--- src/rtl/ide_bridge_pkg.sv ---
package ide_bridge_pkg;

   typedef enum logic [1:0] {
      SZ_BYTE = 2'd0,
      SZ_HALF = 2'd1,
      SZ_WORD = 2'd2,
      SZ_RSVD = 2'd3
   } acc_size_e;

   typedef enum logic [1:0] {
      TGT_NONE = 2'd0,
      TGT_DATA = 2'd1,
      TGT_TASK = 2'd2,
      TGT_CTRL = 2'd3
   } tgt_e;

   localparam logic [3:0] PORT_DATA = 4'd0;
   localparam logic [3:0] PORT_CTRL = 4'd8;
   localparam int         TASK_LO   = 1;
   localparam int         TASK_HI   = 7;

endpackage

--- src/rtl/ide_win_decode.sv ---
module ide_win_decode
   import ide_bridge_pkg::*;
#(
   parameter int WIN_BITS    = 12,
   parameter int STRIDE_BITS = 4,
   parameter int CTL_IDX_A   = 8,
   parameter int CTL_IDX_B   = 22
) (
   input  logic [WIN_BITS-1:0] win_addr,
   input  logic [1:0]          size,
   output tgt_e                tgt,
   output logic [3:0]          port
);
   localparam int IDX_W = WIN_BITS - STRIDE_BITS;

   if (IDX_W < 5) begin : g_bad_idx
      $error("window/stride leave too few index bits");
   end
   if (CTL_IDX_A <= TASK_HI || CTL_IDX_B <= TASK_HI ||
       CTL_IDX_A >= (1 << IDX_W) || CTL_IDX_B >= (1 << IDX_W)) begin : g_bad_ctl
      $error("control aliases must lie above the task file and inside the window");
   end

   logic [IDX_W-1:0] idx;
   logic             is_task, is_ctrl, is_zero;
   logic [STRIDE_BITS-1:0] unused_stride_bits;

   assign idx                = win_addr[WIN_BITS-1:STRIDE_BITS];
   assign unused_stride_bits = win_addr[STRIDE_BITS-1:0];
   assign is_task = (idx >= IDX_W'(TASK_LO)) && (idx <= IDX_W'(TASK_HI));
   assign is_ctrl = (idx == IDX_W'(CTL_IDX_A)) || (idx == IDX_W'(CTL_IDX_B));
   assign is_zero = (idx == '0);

   always_comb begin
      tgt  = TGT_NONE;
      port = PORT_DATA;
      unique case (acc_size_e'(size))
         SZ_BYTE: begin
            if (is_task) begin
               tgt  = TGT_TASK;
               port = idx[3:0];
            end else if (is_ctrl) begin
               tgt  = TGT_CTRL;
               port = PORT_CTRL;
            end
         end
         SZ_HALF, SZ_WORD: begin
            if (is_zero) tgt = TGT_DATA;
         end
         default: tgt = TGT_NONE;
      endcase
   end
endmodule

--- src/rtl/ide_lane_swap.sv ---
module ide_lane_swap #(
   parameter int LANES   = 4,
   parameter bit SWAP_EN = 1'b1
) (
   input  logic [8*LANES-1:0] din,
   output logic [8*LANES-1:0] dout
);
   if (LANES < 1) begin : g_bad_lanes
      $error("LANES must be at least one");
   end

   if (SWAP_EN) begin : g_swap
      for (genvar i = 0; i < LANES; i++) begin : g_lane
         assign dout[8*i +: 8] = din[8*(LANES-1-i) +: 8];
      end
   end else begin : g_pass
      assign dout = din;
   end
endmodule

--- src/rtl/ide_rsp_stage.sv ---
module ide_rsp_stage #(
   parameter int DATA_W = 32
) (
   input  logic              clk,
   input  logic              rst_n,
   input  logic              capture,
   input  logic [DATA_W-1:0] cap_data,
   output logic              rsp_valid,
   output logic [DATA_W-1:0] rsp_rdata
);
   always_ff @(posedge clk) begin
      if (!rst_n) begin
         rsp_valid <= 1'b0;
         rsp_rdata <= '0;
      end else begin
         rsp_valid <= capture;
         if (capture) rsp_rdata <= cap_data;
      end
   end

   // one pulse per read, one cycle after it
   assert_rsp_after_read_R8: assert property (@(posedge clk) disable iff (!rst_n)
      capture |=> rsp_valid);
   assert_rsp_only_for_read_R8: assert property (@(posedge clk) disable iff (!rst_n)
      !capture |=> !rsp_valid);
   assert_rsp_data_hold_R8: assert property (@(posedge clk) disable iff (!rst_n)
      !capture |=> $stable(rsp_rdata));
endmodule

--- src/rtl/ide_mmio_bridge.sv ---
module ide_mmio_bridge
   import ide_bridge_pkg::*;
#(
   parameter int ADDR_W      = 32,
   parameter int WIN_BITS    = 12,
   parameter int STRIDE_BITS = 4,
   parameter int CTL_IDX_A   = 8,
   parameter int CTL_IDX_B   = 22,
   parameter bit HOST_BIG_ENDIAN = 1'b1
) (
   input  logic              clk,
   input  logic              rst_n,
   input  logic              req_valid,
   input  logic              req_write,
   input  logic [1:0]        req_size,
   input  logic [ADDR_W-1:0] req_addr,
   input  logic [31:0]       req_wdata,
   output logic              rsp_valid,
   output logic [31:0]       rsp_rdata,
   output logic              reg_strobe,
   output logic              reg_write,
   output logic [3:0]        reg_index,
   output logic [1:0]        reg_size,
   output logic [31:0]       reg_wdata,
   input  logic [31:0]       reg_rdata
);
   localparam int DATA_W = 32;

   if (ADDR_W < WIN_BITS) begin : g_bad_addr
      $error("address narrower than the register window");
   end

   tgt_e        tgt;
   logic [3:0]  port;
   logic [15:0] w16_sw, r16_sw;
   logic [31:0] w32_sw, r32_sw;
   logic [31:0] rd_mux;
   logic        is_read;

   if (ADDR_W > WIN_BITS) begin : g_upper
      logic unused_upper_addr;
      assign unused_upper_addr = ^req_addr[ADDR_W-1:WIN_BITS];
   end

   ide_win_decode #(
      .WIN_BITS(WIN_BITS), .STRIDE_BITS(STRIDE_BITS),
      .CTL_IDX_A(CTL_IDX_A), .CTL_IDX_B(CTL_IDX_B)
   ) u_dec (
      .win_addr(req_addr[WIN_BITS-1:0]),
      .size    (req_size),
      .tgt     (tgt),
      .port    (port)
   );

   ide_lane_swap #(.LANES(2), .SWAP_EN(HOST_BIG_ENDIAN)) u_sw16_w
      (.din(req_wdata[15:0]), .dout(w16_sw));
   ide_lane_swap #(.LANES(4), .SWAP_EN(HOST_BIG_ENDIAN)) u_sw32_w
      (.din(req_wdata),       .dout(w32_sw));
   ide_lane_swap #(.LANES(2), .SWAP_EN(HOST_BIG_ENDIAN)) u_sw16_r
      (.din(reg_rdata[15:0]), .dout(r16_sw));
   ide_lane_swap #(.LANES(4), .SWAP_EN(HOST_BIG_ENDIAN)) u_sw32_r
      (.din(reg_rdata),       .dout(r32_sw));

   assign reg_strobe = req_valid && (tgt != TGT_NONE);
   assign reg_write  = req_write;
   assign reg_index  = port;
   assign reg_size   = req_size;
   assign is_read    = req_valid && !req_write;

   always_comb begin
      unique case (acc_size_e'(req_size))
         SZ_BYTE: reg_wdata = {24'h0, req_wdata[7:0]};
         SZ_HALF: reg_wdata = {16'h0, w16_sw};
         default: reg_wdata = w32_sw;
      endcase
   end

   always_comb begin
      if (tgt == TGT_NONE) begin
         unique case (acc_size_e'(req_size))
            SZ_BYTE: rd_mux = 32'h0000_00FF;
            SZ_HALF: rd_mux = 32'h0000_FFFF;
            default: rd_mux = 32'hFFFF_FFFF;
         endcase
      end else begin
         unique case (acc_size_e'(req_size))
            SZ_BYTE: rd_mux = {24'h0, reg_rdata[7:0]};
            SZ_HALF: rd_mux = {16'h0, r16_sw};
            default: rd_mux = r32_sw;
         endcase
      end
   end

   ide_rsp_stage #(.DATA_W(DATA_W)) u_rsp (
      .clk      (clk),
      .rst_n    (rst_n),
      .capture  (is_read),
      .cap_data (rd_mux),
      .rsp_valid(rsp_valid),
      .rsp_rdata(rsp_rdata)
   );

   assert_data_port_wide_R5: assert property (@(posedge clk) disable iff (!rst_n)
      (reg_strobe && reg_index == PORT_DATA) |-> (req_size == SZ_HALF || req_size == SZ_WORD));
   assert_index_in_range_R2: assert property (@(posedge clk) disable iff (!rst_n)
      reg_strobe |-> (reg_index <= PORT_CTRL));
   assert_byte_unmapped_ones_R4: assert property (@(posedge clk) disable iff (!rst_n)
      (is_read && !reg_strobe && req_size == SZ_BYTE) |=> (rsp_rdata == 32'h0000_00FF));
   assert_wide_unmapped_ones_R7: assert property (@(posedge clk) disable iff (!rst_n)
      (is_read && !reg_strobe && req_size == SZ_WORD) |=> (rsp_rdata == 32'hFFFF_FFFF));
   assert_no_strobe_idle_R8: assert property (@(posedge clk) disable iff (!rst_n)
      !req_valid |-> !reg_strobe);
endmodule

--- config.mk ---
export PLATFORM = sky130hd
export DESIGN_NAME = ide_mmio_bridge
export DESIGN_NICKNAME = d
export VERILOG_FILES = /design/src/rtl/ide_bridge_pkg.sv /design/src/rtl/ide_win_decode.sv /design/src/rtl/ide_lane_swap.sv /design/src/rtl/ide_rsp_stage.sv /design/src/rtl/ide_mmio_bridge.sv
export SDC_FILE = /design/constraint.sdc
export NUM_CORES = 1
export LEC_CHECK = 0
export BUFFER_PORTS_ARGS = -buffer_cell sky130_fd_sc_hd__buf_2
export CAP_MARGIN = 30
export CORE_MARGIN = 3
export CORE_UTILIZATION = 41
export DETAILED_ROUTE_END_ITERATION = 10
export PLACE_DENSITY = 0.78
export SYNTH_ARGS = -nofsm -noshare
export SYNTH_HDL_FRONTEND = slang
export SYNTH_HIERARCHICAL = 1
export SYNTH_SLANG_ARGS = --single-unit
--- constraint.sdc ---
create_clock -name clk -period 1.6 [get_ports clk]
set_clock_uncertainty 0.05 [all_clocks]
set_input_delay 0.08 -clock clk [delete_from_list [all_inputs] [get_ports clk]]
set_output_delay 0.08 -clock clk [all_outputs]
set_load 0.01 [all_outputs]
==> results of run 1 <==
cell families (layout without fill, tap and decap cells):
kind of cell,Yosys count,after routing
AND/OR/NAND/NOR,86,86
AO/OA/AOI/OAI,69,69
buffers and inverters,127,184
adder cells (fa/ha/maj),2,2
multiplexers,48,48
flip-flops,33,33
cells in the final DEF (no fill, tap or decap), drive strengths merged, types with 3 or more instances in the layout:
cell type,n
a22oi,8
o21ai,9
nor2b,42
a22o,16
o21bai,16
mux2i,48
clkbuf,6
nor2,3
buf,173
and3,3
dfxtp,33
nand2,8
and2,18
o21a,16
final cells by class:
type / instances / area share (%)
Multi-Input combinational cell: 205 / 46.1
Timing Repair Buffer: 174 / 29.5
Sequential cell: 33 / 18.3
Tap cell: 99 / 3.44
Clock buffer: 5 / 1.91
Clock inverter: 3 / 0.486
Inverter: 2 / 0.208
per-layer routing:
layer	GRT usage [%]	up-vias	wire, um
met3	5.26	8	676
met2	31.8	114	4060
met5	0	-	0
li1	-	1253	-
met4	4.33	0	78
met1	19.4	1172	3380
sequential cells by signal (all words and copies together) (netlist names):
signal,flops
u_rsp/rsp_rdata,32
u_rsp/rsp_valid,1
power breakdown:
part           switching [mW]  total (mW)  internal (mW)  leakage (nW)
Sequential             0.0225       0.891          0.868         0.271
Combinational           0.328       0.665          0.337          1.48
Clock                   0.325       0.625          0.300        0.0439
Total                   0.676        2.18           1.51          1.80
stage by stage:
stage	hold slack (ns)	cells
finish	0.151	521
CTS	0.130	517
detailed placement	0.350	504
global placement	0.346	504
global route	0.136	521
floorplan	0.158	365
critical path, stage by stage:
cell	delay, ns
buf_2	0.12
nor3_1	0.30
nand3_1	0.16
a221oi_2	0.32
buf_4	0.19
buf_6	0.13
nor2_4	0.05
buf_12	0.14
o21a_1	0.16
mux2i_1	0.14
nor2b_1	0.06
final timing paths:
check / from / to / slack, ns / cells after the start
setup reg to reg: u_rsp/rsp_rdata[6] / u_rsp/rsp_rdata[6] / 0.93 / 2
hold reg to reg: u_rsp/rsp_rdata[22] / u_rsp/rsp_rdata[22] / 0.46 / 2
setup / recovery: req_addr[11] / u_rsp/rsp_rdata[30] / -0.14 / 11
hold / removal: reg_rdata[13] / u_rsp/rsp_rdata[21] / 0.15 / 4
timing repair:
action                     4_1_cts  5_1_grt
pin swaps                       10        8
setup buffers                    7        5
setup endpoints to repair        9       33
cloned                           0        1
hold buffers                     0        0
resized for setup               21       12
==> results.py, run 1 <==
metrics = {
    "floorplan": {
        "start_util_pct": 43.3,
        "die_w_um": 94.5,
        "die_y_um": 94.5,
        "core_sq_um": 7410,
        "die_area_sq_um": 8920,
        "pin_count": 175,
        "row_count": 31,
    },
    "pwr": {
        "p_leak_nw": 1.80,
        "total_power_mw": 2.18,
        "powerDensity_nw_per_um2": 605,
        "ir_drop_mv": 0.511,
    },
    "synth": {
        "syn_nets": 469,
        "yosysUniqueCellTypes": 36,
        "synth_most_common_cell": "buf_4",
        "synth_edf_count": 0,
        "ys_seq_elements": 33,
        "synth_area_leader_cell": "buf_4",
        "synth-compound-area-share_pct": 16.3,
        "postSynthCellCount": 365,
        "synth_ff_type": "dfxtp_1",
        "ys_seq_area_share_pct": 20.6,
        "synth_top_family_by_area": "buffers and inverters",
        "yosysWarnings": 6,
        "synth_area_leaders": "buf_4 (25%), dfxtp_1 (21%), mux2i_1 (15%)",
        "synthSimpleGateAreaFrac_pct": 17.0,
        "synthMuxAreaShare_pct": 15.0,
        "synthAdderAreaFrac_pct": 0.780,
        "syn-cell-area_sq_um": 3210,
        "async_flop_share_pct": 0,
        "synth-xor-area-share_pct": 0,
        "syn_area_per_cell_sq_um": 8.79,
        "synthTopCellsByCount": "buf_4 (105), mux2i_1 (48), nor2b_1 (41)",
        "synth_top_area_share_pct": 24.6,
    },
    "sta": {
        "setup_viol": 33,
        "hold_viol_final": 0,
        "tightest_slew_ns": 0.472,
        "relSlewSlack_pct": 68.5,
        "post-route-period-util_pct": 109,
        "clock.fmax_mhz": 574,
        "setup_ws_ns": -0.143,
        "rsz0062_at_grt": "yes",
        "fin_crit_ns": 1.74,
        "slew_viol_final": 0,
        "timing.setup.tns_ns": -3.10,
    },
    "clock_network": {
        "cts_made_buffers": 5,
        "cts.clk_slew.worst_paths_ns": 0.07,
        "cts_root_buffer": "clkbuf_8",
        "clockBufferDepth": 2,
        "clock_sinks": 33,
        "clock_latency_ns": 0.29,
        "ctsHtreeMaxLevel": 2,
        "cts_tree": "built",
    },
    "cells_and_area": {
        "seq_area_sq_um": 661,
        "drive_gt1_share_pct": 47.9,
        "fill_cells": 704,
        "fin_nets": 525,
        "multi_input_area_sq_um": 1660,
        "diodes": 0,
        "syn2layout_area_growth_pct": 12.3,
        "fin_area_sq_um": 3600,
        "final_core_util_pct": 48.6,
    },
    "outcome": {
        "violations": "setup timing",
        "outcome": "finished with violations",
    },
    "placement": {
        "gp_routability_congestion": 0.824,
        "place_hpwl_um": 6010,
        "port_buffers": 150,
        "pre_cts_ws_ns": -0.321,
        "dpl_cell_area_sq_um": 3300,
    },
    "grt": {
        "grt_overflow": 0,
        "grt_pass1_wl_um": 12100,
        "antenna_found_initial": 0,
        "grt_max_degree": 76,
        "grt.total_usage_pct": 17.3,
        "grt_pass1_vias": 2392,
    },
    "worst_setup_path": {
        "end_kind": "register",
        "crit_arrival_ns": 1.87,
        "start_kind": "input port",
        "critical_path_required_ns": 1.73,
        "crit_fanout": 16,
        "crit_type": "in -> reg",
    },
    "worst_hold_path": {
        "min_path_type": "in -> reg",
    },
    "routing": {
        "viasPerCell": 4.89,
        "drtAntennaViolNets": 0,
        "drt-initial-drc-count": 75,
        "drt_pre_antenna_iters": 4,
        "drc_errors": 0,
        "vias": 2547,
        "routed_wirelength_um": 8190,
        "routedWlPerCell_um": 15.7,
    },
    "job": {
        "drv_cap": 0,
    },
}
Note: power is estimated with default switching activity, not from simulation.
==> run 2, diff against run 1 <==
- CELL_PAD_IN_SITES_DETAIL_PLACEMENT: not set -> 1
- CELL_PAD_IN_SITES_GLOBAL_PLACEMENT: not set -> 1
- CORE_UTILIZATION: 41 -> 29
- PLACE_DENSITY: 0.78 -> not set
- PLACE_DENSITY_LB_ADDON: not set -> 0.25
==> run 2 against run 1 <==
Against the previous run:
- the run still ends with setup timing left
- non-clock buffer count is 9 higher
- cell count grew 8.8%
- global-route usage decreased by 2.9 points
- design area rose by 4.0%
- fmax rose by 3.5%
- combinational power grew 3%
- count of clock-buffer cells in the layout stayed put
- register-to-register slack is essentially flat
==> results.py, run 2 (synthesis results as in run 1) <==
metrics = {
    "worst_setup_path": {
        "crit_top_cell": "buf_6",
        "crit_type": "in -> out",
        "start_kind": "input port",
        "crit_fanout": 3,
        "critPathSlowestCell": "a221oi_4",
        "cp_top_family": "simple AND/OR/NAND/NOR gates",
        "crit_arrival_ns": 1.55,
        "critical_path_required_ns": 1.47,
        "max_stage_delay_ns": 0.40,
        "timing.critical_path.cells": "buf_8, nor4_4, o211ai_1, a221oi_4, or2_4, buf_6, and2_4, buf_6",
        "path_buf_inv": 3,
        "end_kind": "output port",
    },
    "routing": {
        "viasPerCell": 4.53,
        "drt-initial-drc-count": 116,
        "routedWlPerCell_um": 16.5,
        "drt_pre_antenna_iters": 4,
        "routed_wirelength_um": 9380,
        "drtAntennaViolNets": 0,
        "drc_errors": 0,
        "vias": 2567,
    },
    "clock_network": {
        "cts.clk_slew.worst_paths_ns": 0.08,
        "clock_latency_ns": 0.29,
        "cts_tree": "built",
        "cts_made_buffers": 5,
        "ctsHtreeMaxLevel": 2,
        "clockBufferDepth": 2,
        "ctsHoldBuffers": 0,
        "clock_sinks": 33,
        "cts_root_buffer": "clkbuf_8",
    },
    "cells_and_area": {
        "largestRegisters": "u_rsp/rsp_rdata: 32 flops, u_rsp/rsp_valid: 1 flops",
        "layout_commonest_cell": "buf_2",
        "regMostFlops": "u_rsp/rsp_rdata",
        "instances_no_fill": 567,
        "syn2layout_area_growth_pct": 16.8,
        "fin_nets": 534,
        "drive_gt1_share_pct": 50.1,
        "layout_common_cells": "buf_2 (141), mux2i_1 (48), nor2b_1 (40)",
        "largest_reg_flops": 32,
        "diodes": 0,
    },
    "worst_hold_path": {
        "min_path_type": "in -> reg",
    },
    "placement": {
        "placedCellCount": 548,
        "port_buffers": 150,
        "place_hpwl_um": 7080,
        "gp_routability_congestion": 0.850,
        "pre_cts_ws_ns": -0.376,
    },
    "pwr": {
        "ir_drop_mv": 0.271,
        "p_leak_nw": 1.83,
        "total_power_mw": 2.24,
        "powerDensity_nw_per_um2": 599,
    },
    "sta": {
        "slew_viol_final": 0,
        "fin_crit_ns": 1.68,
        "tightest_slew_ns": 0.528,
        "rsz0062_at_grt": "yes",
        "clock.fmax_mhz": 594,
        "relSlewSlack_pct": 64.8,
        "hold_viol_final": 0,
        "post-route-period-util_pct": 105,
        "setup_ws_ns": -0.0838,
        "setup_viol": 27,
    },
    "grt": {
        "grt.total_usage_pct": 14.5,
        "grt_pass1_vias": 2611,
        "grt_pass1_wl_um": 14500,
        "grt_overflow": 0,
        "grt_max_degree": 41,
        "antenna_found_initial": 1,
    },
    "floorplan": {
        "pin_count": 175,
        "die_area_sq_um": 12400,
        "core_sq_um": 10600,
        "start_util_pct": 30.4,
        "row_count": 37,
        "die_w_um": 111,
        "die_y_um": 111,
    },
    "job": {
        "drv_cap": 0,
    },
    "outcome": {
        "outcome": "finished with violations",
        "violations": "setup timing",
    },
}
## run 2: cell types whose count changed in the layout (fill, tap and decap cells not counted), sizes merged
cell	change
buf	+10
clkbuf	-1
clkinv	-2
clkinvlp	+2
## run 2: final timing paths
path / from / to / cells after the start / slack (ns)
hold reg to reg: u_rsp/rsp_rdata[15] / u_rsp/rsp_rdata[15] / 2 / 0.47
setup reg to reg: u_rsp/rsp_rdata[5] / u_rsp/rsp_rdata[5] / 2 / 0.93
hold / removal: reg_rdata[14] / u_rsp/rsp_rdata[22] / 4 / 0.13
setup / recovery: req_addr[11] / reg_strobe / 8 / -0.08
## run 2: metrics by stage
stage / TNS [ns] / hold slack [ns] / utilization, % / area, sq um
floorplan: -0.601 / 0.158 / - / 3250
global placement: -9.36 / 0.348 / 32.0 / 3380
detailed placement: -11.04 / 0.350 / 32.0 / 3380
CTS: -2.00 / 0.130 / 34.1 / 3600
global route: -4.17 / 0.146 / 35.5 / 3750
finish: -1.04 / 0.132 / 35.5 / 3750
## run 2: report_power, final
part	switching [mW]	internal [mW]	total, mW
clock	0.362	0.305	0.667
sequential	0.0247	0.868	0.893
combinational	0.342	0.342	0.684
total	0.729	1.51	2.24
## run 2: final cells by class
cell class | count | area (sq um)
Fill cell | 1282 | 6810
Multi-Input combinational cell | 205 | 1710
Timing Repair Buffer | 183 | 1110
Sequential cell | 33 | 661
Tap cell | 136 | 170
Clock buffer | 5 | 68.8
Clock inverter | 3 | 22.5
Inverter | 2 | 7.51
## run 2: per-layer routing
layer / track usage [%] / routed length [um]
met5: 0 / 7
met2: 25.1 / 4530
met3: 3.98 / 606
met1: 18.0 / 4160
met4: 2.68 / 74
## run 2: what timing repair did
action | 4_1_cts | 5_1_grt
endpoints found under the setup margin | 24 | 35
gates resized for setup | 18 | 27
pin swaps | 12 | 25
setup buffers | 8 | 6
gates cloned | 1 | 0
## run 2: tightest hold or removal path, stage by stage
cell and delay, ns:
buf_2 0.09, o21a_1 0.12, mux2i_1 0.06, nor2b_1 0.10
